### src/rtl/iotlb_pkg.sv
package iotlb_pkg;

  // Strobes from control to datapath for one clock.
  typedef struct packed {
    logic startWalk;   // latch the missing page number
    logic capture;     // register the translated address
    logic fill;        // write the walked entry into the victim slot
    logic invalidate;  // clear every valid bit
  } dpStrobes_t;

  typedef enum logic [1:0] {
    RSP_NONE,
    RSP_HIT,
    RSP_RETRY,
    RSP_ERROR
  } rspKind_t;

endpackage

### src/rtl/iotlb_dp.sv
module iotlb_dp
  import iotlb_pkg::*;
#(
  parameter int VA_W      = 32,
  parameter int PA_W      = 41,
  parameter int PAGE_BITS = 13,
  parameter int ENTRIES   = 16,
  parameter int TSB_LOG2  = 13
) (
  input  logic                           clk,
  input  logic                           rstN,
  input  dpStrobes_t                     st,
  input  logic [VA_W-1:0]                reqVaddr,
  input  logic [PA_W-1:0]                tableBase,
  input  logic [PA_W-PAGE_BITS+1:0]      walkEntry,   // stream, writable, ppn
  output logic                           hit,
  output logic                           hitWritable,
  output logic                           outOfWindow,
  output logic [PA_W-1:0]                walkAddr,
  output logic [PA_W-1:0]                rspPaddr,
  output logic                           rspStreamable
);

  localparam int VPN_W = VA_W - PAGE_BITS;
  localparam int PPN_W = PA_W - PAGE_BITS;
  localparam int IDX_W = (ENTRIES > 1) ? $clog2(ENTRIES) : 1;

  logic [VPN_W-1:0] reqVpn;
  logic [VPN_W-1:0] walkVpn;
  logic [IDX_W-1:0] victim;

  logic [ENTRIES-1:0] entValid;
  logic [ENTRIES-1:0] entStream;
  logic [ENTRIES-1:0] entWrite;
  logic [VPN_W-1:0]   entVpn [ENTRIES];
  logic [PPN_W-1:0]   entPpn [ENTRIES];

  logic [ENTRIES-1:0] matchVec;
  logic [PPN_W-1:0]   hitPpn;
  logic               hitStream;

  assign reqVpn = reqVaddr[VA_W-1:PAGE_BITS];

  // Table window check: page numbers beyond the table are errors.
  generate
    if (TSB_LOG2 < VPN_W) begin : g_window
      assign outOfWindow = |reqVpn[VPN_W-1:TSB_LOG2];
    end else begin : g_nowindow
      assign outOfWindow = 1'b0;
    end
  endgenerate

  // Entry address: base plus eight bytes per page number.
  assign walkAddr = tableBase + PA_W'({walkVpn, 3'b000});

  // Parallel compare across all slots.
  generate
    for (genvar i = 0; i < ENTRIES; i++) begin : g_match
      assign matchVec[i] = entValid[i] && (entVpn[i] == reqVpn);
    end
  endgenerate

  always_comb begin
    hitPpn      = '0;
    hitStream   = 1'b0;
    hitWritable = 1'b0;
    for (int i = 0; i < ENTRIES; i++) begin
      if (matchVec[i]) begin
        hitPpn      = hitPpn | entPpn[i];
        hitStream   = hitStream | entStream[i];
        hitWritable = hitWritable | entWrite[i];
      end
    end
  end

  assign hit = |matchVec;

  // Valid bits and the round-robin victim pointer.
  always_ff @(posedge clk or negedge rstN) begin
    if (!rstN) begin
      entValid <= '0;
      victim   <= '0;
      walkVpn  <= '0;
    end else begin
      if (st.startWalk) walkVpn <= reqVpn;
      if (st.invalidate) begin
        entValid <= '0;
      end else if (st.fill) begin
        for (int i = 0; i < ENTRIES; i++) begin
          if (victim == IDX_W'(i)) entValid[i] <= 1'b1;
        end
      end
      if (st.fill) begin
        victim <= (victim == IDX_W'(ENTRIES - 1)) ? '0 : victim + 1'b1;
      end
    end
  end

  // Entry payload needs no reset: it is qualified by the valid bit.
  always_ff @(posedge clk) begin
    if (st.fill) begin
      for (int i = 0; i < ENTRIES; i++) begin
        if (victim == IDX_W'(i)) begin
          entVpn[i]    <= walkVpn;
          entStream[i] <= walkEntry[PPN_W+1];
          entWrite[i]  <= walkEntry[PPN_W];
          entPpn[i]    <= walkEntry[PPN_W-1:0];
        end
      end
    end
  end

  // Registered translation, forced to zero when no hit is reported.
  always_ff @(posedge clk or negedge rstN) begin
    if (!rstN) begin
      rspPaddr      <= '0;
      rspStreamable <= 1'b0;
    end else begin
      rspPaddr      <= st.capture ? {hitPpn, reqVaddr[PAGE_BITS-1:0]} : '0;
      rspStreamable <= st.capture ? hitStream : 1'b0;
    end
  end

endmodule

### src/rtl/iotlb_ctrl.sv
module iotlb_ctrl
  import iotlb_pkg::*;
(
  input  logic       clk,
  input  logic       rstN,
  input  logic       reqValid,
  input  logic       reqWrite,
  input  logic       invalidateAll,
  input  logic       hit,
  input  logic       hitWritable,
  input  logic       outOfWindow,
  input  logic       walkRespValid,
  input  logic       walkEntryValid,
  output dpStrobes_t st,
  output logic       walkReq,
  output logic       rspValid,
  output logic       rspHit,
  output logic       rspRetry,
  output logic       rspError
);

  logic     busy;
  rspKind_t kind;

  always_comb begin
    kind         = RSP_NONE;
    st           = '0;
    if (reqValid) begin
      if (busy) begin
        kind = RSP_RETRY;
      end else if (outOfWindow) begin
        kind = RSP_ERROR;
      end else if (hit) begin
        if (reqWrite && !hitWritable) begin
          kind = RSP_ERROR;
        end else begin
          kind       = RSP_HIT;
          st.capture = 1'b1;
        end
      end else begin
        kind         = RSP_RETRY;
        st.startWalk = 1'b1;
      end
    end
    st.invalidate = invalidateAll;
    st.fill       = busy && walkRespValid && walkEntryValid && !invalidateAll;
  end

  always_ff @(posedge clk or negedge rstN) begin
    if (!rstN) begin
      busy     <= 1'b0;
      rspValid <= 1'b0;
      rspHit   <= 1'b0;
      rspRetry <= 1'b0;
      rspError <= 1'b0;
    end else begin
      if (busy) busy <= !walkRespValid;
      else      busy <= st.startWalk;
      rspValid <= (kind != RSP_NONE);
      rspHit   <= (kind == RSP_HIT);
      rspRetry <= (kind == RSP_RETRY);
      rspError <= (kind == RSP_ERROR);
    end
  end

  assign walkReq = busy;

endmodule

### src/rtl/iotlb_xlate.sv
module iotlb_xlate
  import iotlb_pkg::*;
#(
  parameter int VA_W      = 32,
  parameter int PA_W      = 41,
  parameter int PAGE_BITS = 13,
  parameter int ENTRIES   = 16,
  parameter int TSB_LOG2  = 13,
  localparam int ENT_W    = PA_W - PAGE_BITS + 3
) (
  input  logic             clk,
  input  logic             rstN,
  input  logic [PA_W-1:0]  tableBase,
  input  logic             reqValid,
  input  logic [VA_W-1:0]  reqVaddr,
  input  logic             reqWrite,
  input  logic             invalidateAll,
  output logic             walkReq,
  output logic [PA_W-1:0]  walkAddr,
  input  logic             walkRespValid,
  input  logic [ENT_W-1:0] walkRespData,
  output logic             rspValid,
  output logic             rspHit,
  output logic             rspRetry,
  output logic             rspError,
  output logic [PA_W-1:0]  rspPaddr,
  output logic             rspStreamable
);

  dpStrobes_t st;
  logic hit;
  logic hitWritable;
  logic outOfWindow;

  iotlb_ctrl u_ctrl (
    .clk            (clk),
    .rstN           (rstN),
    .reqValid       (reqValid),
    .reqWrite       (reqWrite),
    .invalidateAll  (invalidateAll),
    .hit            (hit),
    .hitWritable    (hitWritable),
    .outOfWindow    (outOfWindow),
    .walkRespValid  (walkRespValid),
    .walkEntryValid (walkRespData[ENT_W-1]),
    .st             (st),
    .walkReq        (walkReq),
    .rspValid       (rspValid),
    .rspHit         (rspHit),
    .rspRetry       (rspRetry),
    .rspError       (rspError)
  );

  iotlb_dp #(
    .VA_W      (VA_W),
    .PA_W      (PA_W),
    .PAGE_BITS (PAGE_BITS),
    .ENTRIES   (ENTRIES),
    .TSB_LOG2  (TSB_LOG2)
  ) u_dp (
    .clk           (clk),
    .rstN          (rstN),
    .st            (st),
    .reqVaddr      (reqVaddr),
    .tableBase     (tableBase),
    .walkEntry     (walkRespData[ENT_W-2:0]),
    .hit           (hit),
    .hitWritable   (hitWritable),
    .outOfWindow   (outOfWindow),
    .walkAddr      (walkAddr),
    .rspPaddr      (rspPaddr),
    .rspStreamable (rspStreamable)
  );

endmodule

### config.mk
export PLATFORM = sky130hd
export DESIGN_NAME = iotlb_xlate
export DESIGN_NICKNAME = d
export VERILOG_FILES = /design/src/rtl/iotlb_pkg.sv /design/src/rtl/iotlb_dp.sv /design/src/rtl/iotlb_ctrl.sv /design/src/rtl/iotlb_xlate.sv
export SDC_FILE = /design/constraint.sdc
export NUM_CORES = 1
export LEC_CHECK = 0
export ABC_AREA = 0
export CAP_MARGIN = 20
export CORE_MARGIN = 10
export CORE_UTILIZATION = 29
export CTS_CLUSTER_SIZE = 16
export DETAILED_ROUTE_END_ITERATION = 10
export PLACE_DENSITY = 0.49
export RECOVER_POWER = 25
export SYNTH_ARGS = -nofsm -noshare
export SYNTH_HDL_FRONTEND = slang
export SYNTH_HIERARCHICAL = 1
export SYNTH_SLANG_ARGS = --single-unit
### constraint.sdc
create_clock -name clk -period 12.5 [get_ports clk]
set_clock_uncertainty 0.15 [all_clocks]
set_input_delay 1.25 -clock clk [delete_from_list [all_inputs] [get_ports clk]]
set_output_delay 1.25 -clock clk [all_outputs]
set_load 0.005 [all_outputs]
Yosys cells after proc, flatten, opt, wreduce, memory -nomap -nowiden
Memories as Yosys holds them, arrays and structs flattened.
Cells that the tools add are included.

operators by class
  multiplexer cells = 219
  reductions and logical operators = 106
  $add $sub $neg = 2
  eq/ne operators = 34
  bitwise logic cells = 45

operators with widths
  cell                 number
  $mux 28              31
  $or 28x28->28        15
  $reduce_or 28->1     15
  $eq 19x19->1         16
  $mux 19              15
  $reduce_or 19->1     15
  $mux 1               131
  $mux 4               31
  $reduce_and 2->1     32
  $add 41x22->41       1
  $mux 41              1
  $reduce_bool 2->1    18
  $eq 4x4->1 const B   8
  $mux 16              2
  $or 1x1->1           30
  $logic_and 1x1->1    20
  $eq 4x3->1 const B   4
  $mux 2               8
  $reduce_or 16->1     1
  $eq 4x2->1 const B   2
  $reduce_or 6->1      1
  $add 4x1->4 const B  1
  $eq 2x2->1 const B   2
  $eq 4x1->1 const B   1
  3 further kinds      5

storage, ports and cells
  memories = 2
  bits in writable memories = 752
  input port bits = 110
  logic and storage cells = 465
  register bits after elaboration = 118
  output and inout bits = 88

memory list
  name         depth  bits a word  read ports  clocked after memory_dff  wr ports  RTL line        source
  u_dp.entPpn  16     28           16          0                         1         iotlb_dp.sv:36  logic [PPN_W-1:0] entPpn [ENTRIES];
  u_dp.entVpn  16     19           16          0                         1         iotlb_dp.sv:35  logic [VPN_W-1:0] entVpn [ENTRIES];

Logic depth before layout (Yosys ltp)
Gate-level depths: netlist of run 1.

  depth in word-level cells = 41
  gate-level depth with buffers = 16

Modules after synthesis
The synthesis of run 1 kept the hierarchy.

modules (own cells, without submodules)
  module      cells an instance  instances  seq. area each (µm²)  area an instance (µm²)
  iotlb_dp    1957               1          25569.5               33968.8
  iotlb_ctrl  20                 1          125.1                 230.2

Worst setup path before layout of run 1
No wires, ideal clock.

  path kind = input-to-reg
  from = input port invalidateAll
  to = memory u_dp/entPpn[0][0] in the netlist's numbering, enable pin
  arrival time = 5324 ps
  cell stages on the path = 4
  path buffers = 1
  slack = 6507 ps
  data required time = 11832 ps
  cells stage by stage = and4b_2 clkbuf_1 nand2_1 nor3_1

between the ends
  cells in the longest elaborated chain, start to end = 20
  elaborated cells between the ends (all ways) = 79

ends and longest elaborated chain
  element                                                                 RTL line           source
  start, declared                                                         iotlb_xlate.sv:17  input logic invalidateAll,
  $logic_not 1->1 *                                                       iotlb_ctrl.sv:46   st.fill = busy && walkRespValid && walkEntryValid && !invalidateAll;
  $logic_and 1x1->1 *                                                     iotlb_ctrl.sv:46
  $mux 1                                                                  iotlb_dp.sv:101    if (st.fill) begin
  $mux 1 (not written as such)                                            iotlb_dp.sv:107    entPpn[i] <= walkEntry[PPN_W-1:0];
  $reduce_or 28->1 (no source line)                                       -
  $mux 4 (no source line) / $mux 1 (equally long branches) (15 in a row)  -
  end, declared                                                           iotlb_dp.sv:36

Mark *: on every way between the ends. The rest lies on a longest branch, timed or not.

Worst setup path in the final report of run 1
  from = register u_dp.walkVpn[8]
  to = output port walkAddr[38]

between the ends
  cells in the longest elaborated chain, start to end = 1

ends and longest elaborated chain
  element                 RTL line           source
  start, declared         iotlb_dp.sv:29     logic [VPN_W-1:0] walkVpn;
  start signal, assigned  iotlb_dp.sv:85     if (st.startWalk) walkVpn <= reqVpn;
  $add 41x22->41          iotlb_dp.sv:54     assign walkAddr = tableBase + PA_W'({walkVpn, 3'b000});
  end, declared           iotlb_xlate.sv:19  output logic [PA_W-1:0] walkAddr,

No other way between the ends.

==> metrics.md, run 1 <==
| Metric | Value |
|---|---|
| Placed cells | 3661 |
| Die W | 363 µm |
| Initial antenna violation count | 10 |
| Core Area | 117000 µm² |
| Failing checks | capacitance limit, slew limit |
| Power per cell area | 159 nW/µm² |
| Fin cells | 3844 |
| Startpoint Class | register |
| Post-Syn Instances | 1977 |
| Hold Startpoint | u_dp/entValid[0] |
| Async SR Flop Fraction | 9.89% |
| Post-CTS Resized | 0 |
| CP delay by family, top | buffers and inverters |
| Gr ovfl total | 0 |
| WP data required | 11.10 ns |
| Stages on the worst setup path | 10 |
| CP Max Fanout | 18 |
| Hold Path Depth | 2 |
| CTS max path bufs | 3 |
| Mapped Nets | 2111 |
| Pre-antenna DRT Iters | 5 |
| Hold Path Sink | u_dp/entValid[0] |
| Iteration-0 DRC Markers | 1658 |
| Register-to-register setup slack | 8.32 ns |
| Syn avg cell area | 17.3 µm² |
| Final TNS setup | 0 ns |
| Slowest-stage cell, CP | clkbuf_1 |
| Seq cells post-synth | 870 |
| I/O pin count | 198 |
| CTS clk-pin slew, worst paths | 0.06 ns |
| Worst Max-Slew Pin Slew | 3.60 ns |
| Max-slew violation count | 86 |
| CTS Root Cell | clkbuf_16 |
| Reg2Reg Depth | 13 |
| Via-to-Cell Ratio | 5.06 |
| Synth warnings | 6 |
| RSZ-0062 raised after global routing | false |
| Fin nets | 2369 |
| ANT nets after route | 0 |
| Effective utilization at floorplan | 29.3% |
| Largest net degree at the start of global routing | 51 |
| Status | complete, but fails checks |
| Synth Cell Area | 34200 µm² |
| Slowest stage delay, CP | 1.18 ns |
| WL final | 106 mm |
| Peak supply drop | 0.0937 mV |
| # rows | 125 |
| Final hold violations | 0 |
| Die Y | 363 µm |
| Reg2reg start | u_dp/entVpn[0][117] |
| H-tree levels | 3 |
| Synth Flop Type | edfxtp_1 |
| RR Endpoint | u_dp/rspPaddr[31] |
| First-pass GRT wire length | 150 mm |
| Post-synth EDFFs | 784 |
| Clk_lat worst skew | 0.67 ns |
| Rel. slew slack | -140% |
| Post-CTS Setup Repair Bufs | 0 |
| Post-Place Worst Slack | 6.33 ns |
| Lkg Pwr | 0.0136 µW |
| Max frequency | 0.160 GHz |
| Die area | 132000 µm² |
| Layout cells sized above 1 | 11.5% |
| Port buffer count | 191 |
| Via count | 19400 |
| Routed wire per std cell | 27.7 µm |
| Crit path DAT | 4.86 ns |
| Part of the Yosys area used for sequential elements | 75.1% |
| Residual DRC | 0 |
| Hpwl dp | 53.2 mm |
| Total Routing Usage GR | 15.8% |
| Buffers & Inverters on Critical Path | 2 |
| CTS tree | done |
| CTS sink count | 870 |
| Vias in the first global route | 20100 |
| CTS Buf Count | 96 |
| WS Path Type | reg2out |
| Final WS setup | 6.24 ns |
| Final Cycle Share | 50.1% |
| Max-cap violations | 4 |
| # hold bufs at CTS | 0 |
| Post-synth cell types | 50 |
| Final RePlAce weighted congestion | 0.794 |
| Critical Path Sink Type | output port |
| Setup Viol. Count Final | 0 |
| Hold WC Path Type | reg2reg |
| Synthesis-to-layout area growth | 21.1% |
| Cell Chain, Critical Path | clkbuf_1 -> ha_1 -> a21oi_1 -> o21a_1 -> a2bb2oi_1 -> o211ai_1 -> a31oi_2 -> nor3_1 -> xnor2_1 -> clkdlybuf4s50_1 |
| Fin crit period | 6.26 ns |
-- Yosys cell counts, drive strengths merged (2+ instances only) --
cell	instances	area share, %
a211oi	5	0.11
a21o	3	0.066
a21oi	19	0.28
a221oi	120	3.1
a22o	120	3.1
a31oi	3	0.073
a41oi	29	0.74
and2	13	0.24
and3	3	0.055
buf	88	1.8
clkbuf	14	0.15
dfrtp	86	6.3
edfxtp	784	69
ha	23	0.84
inv	16	0.18
mux2	18	0.59
nand2	27	0.30
nand2b	12	0.24
nand3	25	0.37
nand3b	4	0.088
nand4	35	0.64
nor2	74	0.81
nor2b	2	0.037
nor3	25	0.62
nor3b	2	0.044
nor4	53	0.97
nor4b	2	0.051
o211ai	3	0.066
o21a	6	0.13
o21ai	15	0.22
xnor2	131	3.4
xor2	207	5.3
-- where the power goes --
| part | leakage, µW | internal, µW | total (µW) | switching (µW) |
|---|---|---|---|---|
| combinational | 0.00372 | 148 | 386 | 238 |
| sequential | 0.00827 | 3210 | 3230 | 23.4 |
| clock | 0.00164 | 1790 | 2980 | 1180 |
-- layer usage --
metal / global-route usage (%) / vias up / part of all wire [%]
li1: - / 8314 / -
met3: 3.72 / 169 / 7.6
met1: 20.9 / 10200 / 43
met4: 3.58 / 4 / 2.1
met5: 0 / - / 0.022
met2: 26.0 / 732 / 47
-- flip-flops by register name (all words and copies together), names as in the netlist, 4 cells and up --
| register | count |
|---|---|
| u_dp/entPpn | 448 |
| u_dp/entStream | 16 |
| u_dp/entValid | 16 |
| u_dp/entVpn | 304 |
| u_dp/entWrite | 16 |
| u_dp/rspPaddr | 41 |
| u_dp/victim | 4 |
| u_dp/walkVpn | 19 |
-- how the worst max path moves through the flow --
stage | startpoint | to | slack [ns]
6_report | u_dp/walkVpn[8] | walkAddr[38] | 6.24
3_5_place_dp | tableBase[3] | walkAddr[25] | 6.33
2_1_floorplan | invalidateAll | u_dp/entPpn[0][0] | 6.51
5_1_grt | u_dp/walkVpn[8] | walkAddr[38] | 5.88
3_3_place_gp | tableBase[3] | walkAddr[39] | 6.32
4_1_cts | u_dp/walkVpn[1] | walkAddr[25] | 6.18
-- cell families (layout without fill, tap and decap cells) --
| logic type | Yosys count | after routing | synth area share, % |
|---|---|---|---|
| compound gates | 328 | 328 | 8.00 |
| xor+xnor | 338 | 338 | 8.66 |
| fa+ha+maj | 24 | 24 | 0.900 |
| buf+inv | 118 | 459 | 2.15 |
| flops | 870 | 870 | 75.1 |
| mux | 18 | 18 | 0.593 |
| other cells | 0 | 2 | 0 |
| simple gates | 281 | 281 | 4.57 |
-- cell usage in the layout (no fill, tap or decap), drive strengths merged, types with 13 or more instances in the layout --
master           n
and2            13
dfrtp           86
o21ai           15
a22o           120
nand4           35
mux2            18
inv             19
clkinv          30
a41oi           29
xnor2          131
a21oi           19
nor2            74
xor2           207
bufinv          14
nor4            53
nor3            25
nand3           25
clkdlybuf4s50  181
nand2           27
ha              23
buf             56
clkbuf         146
edfxtp         784
a221oi         120
-- layout make-up --
class | instances | area [µm²]
Inverter | 16 | 60.1
Timing Repair Buffer | 262 | 2370
Multi-Input combinational cell | 989 | 7990
Antenna cell | 2 | 5.00
Clock inverter | 52 | 722
Tap cell | 1524 | 1910
Sequential cell | 870 | 25700
Fill cell | 11000 | 75300
Clock buffer | 129 | 2660
-- worst reg2reg max path: stages (launching register included) --
cell and delay, ns:
edfxtp_1 0.37, xor2_1 0.15, nor4_1 0.36, nand3_1 0.36, nor3_4 0.27, buf_4 0.58
a221oi_1 0.31, nand4_1 0.19, nor2b_1 0.09, nor4b_2 0.31, buf_4 0.25, inv_1 0.05
buf_4 0.31, a41oi_1 0.31
-- through the flow --
step | utilization [%] | hold WS [ns] | cell area, µm² | power (µW)
finish | 35.5 | 0.352 | 41400 | 6600
CTS | 35.5 | 0.354 | 41500 | 6670
floorplan | - | 0.316 | 34200 | 3450
detailed placement | 32.6 | 0.341 | 38100 | 3690
global route | 35.5 | 0.370 | 41400 | 6820
global placement | 32.6 | 0.328 | 38100 | 3680
Note: power is estimated with default switching activity, not from simulation.
==> inputs of run 2 (changes only) <==
Clock period 12.5 ns to 5.9 ns, I/O delays scaled along.
==> metrics.md, run 2 (synthesis gave the netlist of run 1 again) <==
| Metric | Value |
|---|---|
| Status | complete, but fails checks |
| Failing checks | capacitance limit, slew limit |
| Final WS setup | 0.781 ns (-5.45 ns) |
| CTS max path bufs | 3 (unchanged) |
| Pre-antenna DRT Iters | 5 (unchanged) |
| Synthesis-to-layout area growth | 20.8% |
| Max FFs per register | 448 (unchanged) |
| Port buffer count | 191 (unchanged) |
| Switch Pwr | 2980 µW (+110%) |
| H-tree levels | 3 (unchanged) |
| Core Area | 117000 µm² (unchanged) |
| Commonest non-fill, non-tap cells in the layout | edfxtp_1 (784), xor2_1 (207), clkdlybuf4s50_1 (171) |
| Biggest regs | u_dp/entPpn: 448 flops, u_dp/entVpn: 304 flops, u_dp/rspPaddr: 41 flops |
| WP data required | 5.16 ns (-5.94 ns) |
| Setup Viol. Count Final | 0 (unchanged) |
| Final TNS setup | 0 ns (unchanged) |
| Largest net degree at the start of global routing | 58 (+14%) |
| Via-to-Cell Ratio | 5.08 (+0.34%) |
| Sequential standard cell area | 25700 µm² (unchanged) |
| Fin cells | 3858 (+0.36%) |
| Layout cells sized above 1 | 11.7% (+0.27 points) |
| RSZ-0062 raised after global routing | false |
| CTS Root Cell | clkbuf_16 |
| CP Max Fanout | 18 (unchanged) |
| I/O pin count | 198 (unchanged) |
| Tot Pwr | 13300 µW (+100%) |
| Worst Max-Slew Pin Slew | 1.55 ns (-2.05 ns) |
| Lkg Pwr | 0.0136 µW (-0.14%) |
| Routed wire per std cell | 28.1 µm (+1.5%) |
| CTS clk-pin slew, worst paths | 0.06 ns (about the same) |
| Residual DRC | 0 (unchanged) |
| Placed cells | 3679 (+0.49%) |
| First-pass GRT wire length | 153 mm (+1.9%) |
| CTS sink count | 870 (unchanged) |
| WS Path Type | reg2out |
| ANT nets after route | 0 (unchanged) |
| Effective utilization at floorplan | 29.3% (unchanged) |
| Final RePlAce weighted congestion | 0.803 (+1.2%) |
| WL met3 | 8.02 mm (-1.4%) |
| Post-Place Worst Slack | 0.655 ns (-5.67 ns) |
| Clk_lat worst skew | 0.68 ns (about the same) |
| Fillers | 11000 (-0.33%) |
| Gr ovfl total | 0 (unchanged) |
| # rows | 125 (unchanged) |
| Post-CTS Resized | 0 (unchanged) |
| Vias in the first global route | 20300 (+1.0%) |
| Top Layer Used | met5 |
| Max frequency | 0.195 GHz |
| Most common cell after layout, fill and taps aside | edfxtp_1 |
| Die area | 132000 µm² (unchanged) |
| Sequential share of power | 51.4% (+2.4 points) |
| Die W | 363 µm (unchanged) |
| Hold WC Path Type | reg2reg |
| Clock share of power | 42.5% (-2.6 points) |
| Initial antenna violation count | 10 (unchanged) |
| Final Cycle Share | 86.8% |
| Sw Ratio | 22.3% (+0.41 points) |
| Final hold violations | 0 (unchanged) |
| Crit path DAT | 4.38 ns (-0.48 ns) |
| CTS tree | done |
| Fin crit period | 5.12 ns |
| Met2 Wirelength | 52.4 mm (+3.7%) |
| Via count | 19600 (+0.70%) |
| Peak supply drop | 0.196 mV (+110%) |
| Final Util | 35.4% (-0.073 points) |
| Fin nets | 2386 (+0.72%) |
| Hpwl dp | 62.7 mm (+18%) |
| Max-slew violation count | 19 (-78%) |
| Largest Register | u_dp/entPpn |
| Startpoint Class | register |
| Iteration-0 DRC Markers | 1625 (-2.0%) |
| CTS Buf Count | 94 (-2.1%) |
| Max-cap violations | 1 (-3) |
| Footprint of the multi-input gates | 7990 µm² (unchanged) |
| Pint | 10400 µW (+100%) |
| Met1 wire length | 45.5 mm (-0.24%) |
| Critical Path Sink Type | output port |
| Power per cell area | 323 nW/µm² (+100%) |
| Total Routing Usage GR | 16.0% (+0.27 points) |
| WL final | 109 mm (+1.9%) |
| Rel. slew slack | -3.34% (+140 points) |
| Die Y | 363 µm (unchanged) |
| Combinational group share of total power | 6.2% (+0.3 points) |
run 2: cell types whose count changed in the layout (fill, tap and decap cells not counted), sizes merged:
cell	change
buf	+23
dlygate4sd3	+12
bufinv	-11
clkdlybuf4s50	-10
clkinv	+3
clkinvlp	-3
run 2: path summary, 6_finish.rpt:
check	startpoint	to	slack, ns	cells after the start
hold / removal	u_dp/entValid[10]	u_dp/entValid[10]	0.35	2
max in group asynchronous	rstN	u_dp/rspPaddr[9]	3.68	3
hold reg to reg	u_dp/entValid[10]	u_dp/entValid[10]	0.35	2
setup reg to reg	u_dp/entVpn[0][22]	u_dp/rspPaddr[36]	2.19	11
min in group asynchronous	rstN	u_dp/victim[1]	0.37	2
setup / recovery	u_dp/walkVpn[13]	walkAddr[30]	0.78	9
run 2: cell type report:
type,instances,area share (%)
diodes,2,0.0121
clock buffers,135,6.31
clock inverters,41,0.924
inverters,16,0.145
multi-input cells,989,19.3
flip-flops and latches,870,62.2
well taps,1524,4.61
repair buffers,281,6.48
run 2: critical path, stage by stage, from the launching register on:
cell	delay [ns]
dfrtp_1	0.32
clkbuf_1	0.89
ha_1	0.47
nand3_1	0.15
a2bb2oi_1	0.23
o211ai_1	0.21
a31oi_2	0.55
nand2b_1	0.19
xnor2_1	0.12
clkdlybuf4s50_1	0.54
run 2: per-layer routing:
layer / vias to the layer above / track usage [%]
met3: 173 / 3.96
met4: 14 / 4.12
met5: - / 0
li1: 8344 / -
met1: 10300 / 20.5
met2: 724 / 26.9
run 2: per-stage QoR:
stage / cell area (µm²) / hold WS (ns)
finish: 41300 / 0.350
CTS: 41400 / 0.337
floorplan: 34200 / 0.144
global placement: 38300 / 0.330
detailed placement: 38400 / 0.346
global route: 41300 / 0.371
run 2: repair_timing:
action	in CTS	in global routing
hold endpoints to repair	29	0
buffers inserted	0	0
hold buffers	1	0
run 2: power groups by stage:
stage / Combinational, µW / Sequential [µW] / Clock, µW
after global routing: 891 / 6850 / 6050
after floorplan: 336 / 6980 / 0
after detailed placement: 835 / 6970 / 0
after CTS: 843 / 6850 / 5790
final: 825 / 6850 / 5660
after global placement: 817 / 6980 / 0
